[config.mk]
export PLATFORM = sky130hd
export DESIGN_NAME = frac_baud_gen
export DESIGN_NICKNAME = d
export VERILOG_FILES = /design/src/rtl/frac_baud_pkg.sv /design/src/rtl/qdiv_field_track.sv /design/src/rtl/qdiv_phase_acc.sv /design/src/rtl/qdiv_pulse_reg.sv /design/src/rtl/frac_baud_gen.sv
export SDC_FILE = /design/constraint.sdc
export NUM_CORES = 1
export LEC_CHECK = 0
export BUFFER_PORTS_ARGS = -buffer_cell sky130_fd_sc_hd__buf_4
export CORE_MARGIN = 1.5
export CORE_UTILIZATION = 30
export CTS_BUF_LIST = sky130_fd_sc_hd__clkbuf_4 sky130_fd_sc_hd__clkbuf_8 sky130_fd_sc_hd__clkbuf_16
export DETAILED_ROUTE_END_ITERATION = 6
export PLACE_DENSITY = 0.57
export SLEW_MARGIN = 40
export SYNTH_ARGS = -nofsm -noshare
export SYNTH_HDL_FRONTEND = slang
export SYNTH_HIERARCHICAL = 1
export SYNTH_SLANG_ARGS = --single-unit
export TNS_END_PERCENT = 30
[constraint.sdc]
create_clock -name clk -period 3.1 [get_ports clk]
set_input_delay 0.465 -clock clk [delete_from_list [all_inputs] [get_ports clk]]
set_output_delay 0.465 -clock clk [all_outputs]
set_load 0.02 [all_outputs]
[src/rtl/frac_baud_pkg.sv]
// Shared constants and helpers for the fractional tick generator.
// Assumes the divider word carries its quarter field above a fixed
// group of ignored low bits.
package frac_baud_pkg;
    // Number of ignored low bits below the quarter field.
    localparam int FRAC_LSB      = 6;
    // Fixed offset added to every period, in quarters of a clock.
    localparam int BASE_QUARTERS = 4;
    // Phase advance per enabled clock, in quarters.
    localparam int STEP_QUARTERS = 4;
    // Default divider word width (15-bit quarter field).
    localparam int DEF_DIV_W     = 21;
endpackage

[src/rtl/qdiv_field_track.sv]
// Extracts the quarter field from the divider word and flags the
// cycle in which it differs from the field seen one clock earlier.
// Assumes the low FRAC_LSB bits are don't-care and never compared.
module qdiv_field_track
    import frac_baud_pkg::*;
#(
    parameter int DIV_W = DEF_DIV_W,
    localparam int Q_W  = DIV_W - FRAC_LSB
) (
    input  logic           clk,
    input  logic [DIV_W-1:0] clkdiv,
    output logic [Q_W-1:0] field_o,
    output logic           change_o
);
    logic [Q_W-1:0] field_prev;

    assign field_o  = clkdiv[DIV_W-1:FRAC_LSB];
    assign change_o = (field_o != field_prev);

    // Remember the field of the previous cycle; tracked through reset too
    // so the first cycle after reset compares against a real value.
    always_ff @(posedge clk) begin
        field_prev <= field_o;
    end
endmodule

[src/rtl/qdiv_phase_acc.sv]
// Phase accumulator: adds STEP_QUARTERS per running cycle and wraps by
// the period 4 + field, reporting a wrap in the same cycle.
// Assumes the field is stable whenever run is high.
module qdiv_phase_acc
    import frac_baud_pkg::*;
#(
    parameter int Q_W    = DEF_DIV_W - FRAC_LSB,
    localparam int ACC_W = Q_W + 1
) (
    input  logic           clk,
    input  logic           rst_n,
    input  logic           run,
    input  logic [Q_W-1:0] field,
    output logic           wrap_o
);
    logic [ACC_W-1:0] phase;
    logic [ACC_W-1:0] period;
    logic [ACC_W-1:0] advanced;

    // Form the period and the candidate next phase.
    always_comb begin
        period   = {1'b0, field} + ACC_W'(BASE_QUARTERS);
        advanced = phase + ACC_W'(STEP_QUARTERS);
        wrap_o   = run && (advanced >= period);
    end

    // Advance or clear the phase.
    always_ff @(posedge clk) begin
        if (!rst_n || !run) begin
            phase <= '0;
        end else if (wrap_o) begin
            phase <= advanced - period;
        end else begin
            phase <= advanced;
        end
    end
endmodule

[src/rtl/qdiv_pulse_reg.sv]
// Registers the wrap indication into a one-clock output pulse.
// Assumes fire is already qualified by enable and restart.
module qdiv_pulse_reg (
    input  logic clk,
    input  logic rst_n,
    input  logic fire,
    output logic pulse_o
);
    // Capture the pulse, forced low in reset.
    always_ff @(posedge clk) begin
        if (!rst_n) begin
            pulse_o <= 1'b0;
        end else begin
            pulse_o <= fire;
        end
    end
endmodule

[src/rtl/frac_baud_gen.sv]
// Fractional 16x oversampling tick generator. Produces four pulses every
// 4 + field clocks, spread by a phase accumulator; a new field or a low
// enable restarts the phase from zero.
// Assumes clkdiv is synchronous to clk.
module frac_baud_gen
    import frac_baud_pkg::*;
#(
    parameter int DIV_W = DEF_DIV_W,
    localparam int Q_W  = DIV_W - FRAC_LSB
) (
    input  logic             clk,
    input  logic             rst_n,
    input  logic             en,
    input  logic [DIV_W-1:0] clkdiv,
    output logic             tick_o
);
    logic [Q_W-1:0] field;
    logic           field_change;
    logic           run;
    logic           wrap;

    assign run = en && !field_change;

    qdiv_field_track #(.DIV_W(DIV_W)) u_track (
        .clk      (clk),
        .clkdiv   (clkdiv),
        .field_o  (field),
        .change_o (field_change)
    );

    qdiv_phase_acc #(.Q_W(Q_W)) u_phase (
        .clk    (clk),
        .rst_n  (rst_n),
        .run    (run),
        .field  (field),
        .wrap_o (wrap)
    );

    qdiv_pulse_reg u_pulse (
        .clk     (clk),
        .rst_n   (rst_n),
        .fire    (wrap),
        .pulse_o (tick_o)
    );
endmodule

# Yosys cells after proc, flatten, opt, wreduce, memory -nomap -nowiden
# Index checks and enable logic that the tools add are counted.
# op_classes
n_addsub	3
order_cmp	1
n_eq_ne	1
muxes	1
n_reduce_logical	6
# op_table
cell	count
$add A15 B3 Y16 const B	1
$add A16 B3 Y16 const B	1
$ge A16 B16 Y1	1
$mux W16	1
$sub A16 B16 Y16	1
$ne A15 B15 Y1	1
$logic_not A1 Y1	3
$logic_and A1 B1 Y1	2
$logic_or A1 B1 Y1	1
# totals
ff_bits	32
input_bits	24
output_inout_bits	1
elab_cells	15

# Depth between registers and ports, before layout
# depth
depth_word	5
mapped_depth	15
ltp_nobuf	12

# Hierarchy
# The synthesis kept the hierarchy.
# modules_own_cells
module	instances	cells_per_inst	area_per_inst_um2	seq_area_each_um2
qdiv_phase_acc	1	236	1950.6	320.3
qdiv_field_track	1	50	574.3	300.3
qdiv_pulse_reg	1	2	26.3	20.0
frac_baud_gen	1	1	13.8	0.0

# Worst setup path before layout
# Ideal clock, no wire load.
# synth_path
path_kind	input to register
start	input port clkdiv[10]
end	register u_pulse.pulse_o
setup_ns	0.115
arrival_time_ns	2.944
required_ns	2.985
path_slack_ns	0.041
stages	14
path_buffers	2
cell_sequence	buf_4 > and3_1 > and2_1 > and3_1 > nand2_1 > xor2_1 > ha_1 > and3_4 > and2_4 > a221oi_4 > a41oi_4 > buf_6 > and2_1 > and2_1
# synth_between
elab_chain_cells	4
elab_cells_between_ends	6
classes_between	add/sub (1); order compare (1); eq/ne (1); reduce/logical (3)
# synth_lines
element	line	text
start: declaration	frac_baud_gen.sv:14	input logic [DIV_W-1:0] clkdiv,
parallel branches: the longest is 3 deep, another holds $add A15 B3 Y16	n/a	
$logic_and A1 B1 Y1 (*)	qdiv_phase_acc.sv:24	wrap_o = run && (advanced >= period);
via wrap	frac_baud_gen.sv:20	logic wrap;
end signal: assignment	qdiv_pulse_reg.sv:14	pulse_o <= fire;
end: declaration	qdiv_pulse_reg.sv:7	output logic pulse_o
# Mark *: on every way through the listed nets, which the timed path passes.
# A chain may end at the register's enable or synchronous reset.

# Worst setup path after layout
# layout_path
start	register u_phase.phase[2]
end	register u_phase.phase[14]
# layout_between
elab_chain_cells	4
elab_cells_between_ends	5
classes_between	add/sub (2); order compare (1); mux (1); reduce/logical (1)
# layout_lines
element	line	text
start: declaration	qdiv_phase_acc.sv:16	logic [ACC_W-1:0] phase;
start signal: assignment	qdiv_phase_acc.sv:32	phase <= advanced - period;
start signal: assignment	qdiv_phase_acc.sv:34	phase <= advanced;
$add A16 B3 Y16 (*)	qdiv_phase_acc.sv:23	advanced = phase + ACC_W'(STEP_QUARTERS);
$ge A16 B16 Y1	qdiv_phase_acc.sv:24	
$logic_and A1 B1 Y1	qdiv_phase_acc.sv:24	
$mux W16 (*)	qdiv_phase_acc.sv:31	end else if (wrap_o) begin
# Mark *: on every way between the ends. The rest lies on a longest branch, timed or not.

==> impl_metrics.env <==
export IMPL_status="finished clean"
export IMPL_clock_path_buffers=2
export IMPL_finalCriticalPeriod_ps=2920
export IMPL_die_area_mm2=0.00911
export IMPL_worst_slack_ps=184
export IMPL_post_drt_wl_per_cell_um=13.5
export IMPL_p_comb_frac=0.166
export IMPL_path_class="flop to flop"
export IMPL_drtIter0Drc=104
export IMPL_die_x_um=95.5
export IMPL_ir_drop_v=0.000246
export IMPL_critPathMostFrequentCell="ha_1"
export IMPL_grt_pass1_wl_um=9570
export IMPL_dominantRegCellSynth="dfxtp_1"
export IMPL_tritoncts="yes"
export IMPL_switching_share=0.265
export IMPL_grt_pass1_vias=2061
export IMPL_grt_met1_usage=0.171
export IMPL_areaGrowthSynthToFinish_pct=15.2
export IMPL_post_place_ws_ps=-27.3
export IMPL_met3_usage=0.0279
export IMPL_seqPwrFrac=0.467
export IMPL_coreArea_mm2=0.00826
export IMPL_drtPass1Iterations=6
export IMPL_seqCellArea_um2=641
export IMPL_worst_slew_pin_slew_ps=690
export IMPL_ios=25
export IMPL_grt_ovfl_total=0
export IMPL_design_area_mm2=0.00296
export IMPL_p_sw_uw=242
export IMPL_num_rows=33
export IMPL_routed_via_count=2048
export IMPL_setup_viol=0
export IMPL_cts_sinks=32
export IMPL_hold_buffers=0
export IMPL_fin_nets=357
export IMPL_hold_class="input pin to flop"
export IMPL_drc=0
export IMPL_routabilityCongestion=0.787
export IMPL_yosys_warnings=6
export IMPL_antenna_found_initial=0
export IMPL_yosysSeqAreaShare=0.250
export IMPL_cellLeakagePower_nw=1.20
export IMPL_die_h_um=95.5
export IMPL_cts_made_buffers=5
export IMPL_h_tree_depth=2
export IMPL_crit_chain="ha_1, and3_2, nand2_1, xnor2_2, ha_1, and3_4, and2_4, a221oi_4, a41oi_4, buf_12, nand2b_1, o22ai_1"
export IMPL_grt_max_degree=25
export IMPL_clkLatencyLatePin_ps=280
export IMPL_placed_cell_area_mm2=0.00283
export IMPL_syn_nets=334
export IMPL_hold_viol=0
export IMPL_critPathCaptureType="flop"
export IMPL_relSlewSlack=0.539
export IMPL_max_stage_delay_ps=420
export IMPL_clkTransAtPathRegs_ps=70
export IMPL_grt_busiest_layer="met2"
export IMPL_crit_path_start_kind="flop"
export IMPL_fmax_mhz=343
export IMPL_synth_distinct_cells=56
export IMPL_synthArstFlopShare=0
export IMPL_wl_um=5660
export IMPL_netlist_area_mm2=0.00256
export IMPL_clockPowerShare=0.366
export IMPL_cap_violations=0
export IMPL_skew_ps=4.82
export IMPL_n_antenna_cell=0
export IMPL_final_max_slew_viol_count=0
export IMPL_n_fill_cell=873
export IMPL_layout_drive_gt1_share=0.217
export IMPL_layout_common_cells="36 x buf_4, 32 x dfxtp_1, 30 x xor2_1"
export IMPL_viasPerCell=4.90
export IMPL_cts_root_buffer="clkbuf_8"
export IMPL_initial_core_util=0.311
export IMPL_fin_hold_ws_ps=307
export IMPL_ys_ff_latch=32
export IMPL_critPathMaxFanout=24
export IMPL_critical_path_slowest_cell="dfxtp_1"
export IMPL_synth_edf_count=0
export IMPL_powerDensity_mw_per_mm2=308
export IMPL_postCtsResizedCells=0
export IMPL_portBuffers=18
export IMPL_final_util=0.358
export IMPL_crit_arrival_ps=3120
export IMPL_worst_ep_required_time_ps=3300
export IMPL_p_int_uw=669
export IMPL_dp_hpwl_um=4520
export IMPL_final_common_cell="buf_4"
export IMPL_grtUsageMet2=0.232
export IMPL_track_usage=0.136
export IMPL_cts_setup_buffers=0
export IMPL_multi_input_area_mm2=0.00176
export IMPL_avgSynthCellArea_um2=8.88
export IMPL_postRouteAntennaNets=0
export IMPL_syn_inst=289
export IMPL_finalCritPeriodShare=0.941
-- cell families after synthesis --
| kind of cell | Yosys count | share of synthesized area |
|---|---|---|
| XOR/XNOR | 46 | 0.157 |
| AND/OR/NAND/NOR | 90 | 0.191 |
| buffers and inverters | 32 | 0.0761 |
| multiplexers | 6 | 0.0234 |
| flip-flops | 32 | 0.250 |
| AO/OA/AOI/OAI | 62 | 0.198 |
| adder cells (fa/ha/maj) | 21 | 0.105 |
-- cells in the mapped netlist (8+ instances only) --
| library cell | n | area share |
|---|---|---|
| xor2_1 | 31 | 0.11 |
| buf_4 | 15 | 0.044 |
| a21oi_1 | 12 | 0.023 |
| nand3_1 | 16 | 0.031 |
| nand2_1 | 13 | 0.019 |
| xnor2_1 | 15 | 0.051 |
| nand4_1 | 8 | 0.020 |
| nor2_1 | 18 | 0.026 |
| dfxtp_1 | 32 | 0.25 |
| ha_1 | 20 | 0.098 |
| inv_1 | 11 | 0.016 |
-- metrics by stage --
stage / setup TNS [ps] / instances / power, mW
2_1_floorplan: 0 / 289 / 0.544
3_3_place_gp: 0 / 410 / 0.583
3_5_place_dp: -53.3 / 410 / 0.585
4_1_cts: 0 / 418 / 0.922
5_1_grt: -3.45 / 418 / 0.960
6_report: 0 / 418 / 0.911
-- critical path, delay by kind of cell (launching register included) --
kind,cells,cell delay (ps)
buf+inv,1,190
xor+xnor,1,160
flops,1,420
fa+ha+maj,2,530
compound gates,3,660
simple gates,5,860
-- state kept, by name, summed over array words and instances (netlist names) --
name and flops:
u_phase/phase 16, u_track/field_prev 15, u_pulse/pulse_o 1
-- routing by layer --
metal	wire length (um)	vias to the layer above	part of all wire
li1	-	1073	-
met1	2700	939	0.48
met2	2740	28	0.48
met3	132	8	0.023
met4	84	0	0.015
met5	0	-	0
-- power by group through the flow --
stage                     registers [mW]  clock network [mW]  logic [mW]
after floorplan                    0.435                   0       0.109
after global placement             0.435                   0       0.149
after detailed placement           0.435                   0       0.150
after CTS                          0.426               0.346       0.151
after global routing               0.426               0.366       0.168
final                              0.426               0.334       0.151
-- worst paths after layout --
kind	from	slack [ps]	end	cells past startpoint
setup / recovery	u_phase/phase[2]	180	u_phase/phase[14]	12
hold / removal	clkdiv[7]	310	u_track/field_prev[1]	1
setup reg to reg	u_phase/phase[2]	180	u_phase/phase[14]	12
hold reg to reg	u_phase/phase[0]	520	u_phase/phase[0]	2
-- final cells by class --
class	instances	share of cell area
Clock inverter	2	0.00339
Sequential cell	32	0.217
Tap cell	105	0.0445
Clock buffer	6	0.0279
Multi-Input combinational cell	225	0.595
Timing Repair Buffer	37	0.0982
Inverter	11	0.0140
(Power assumes the default switching activity.)
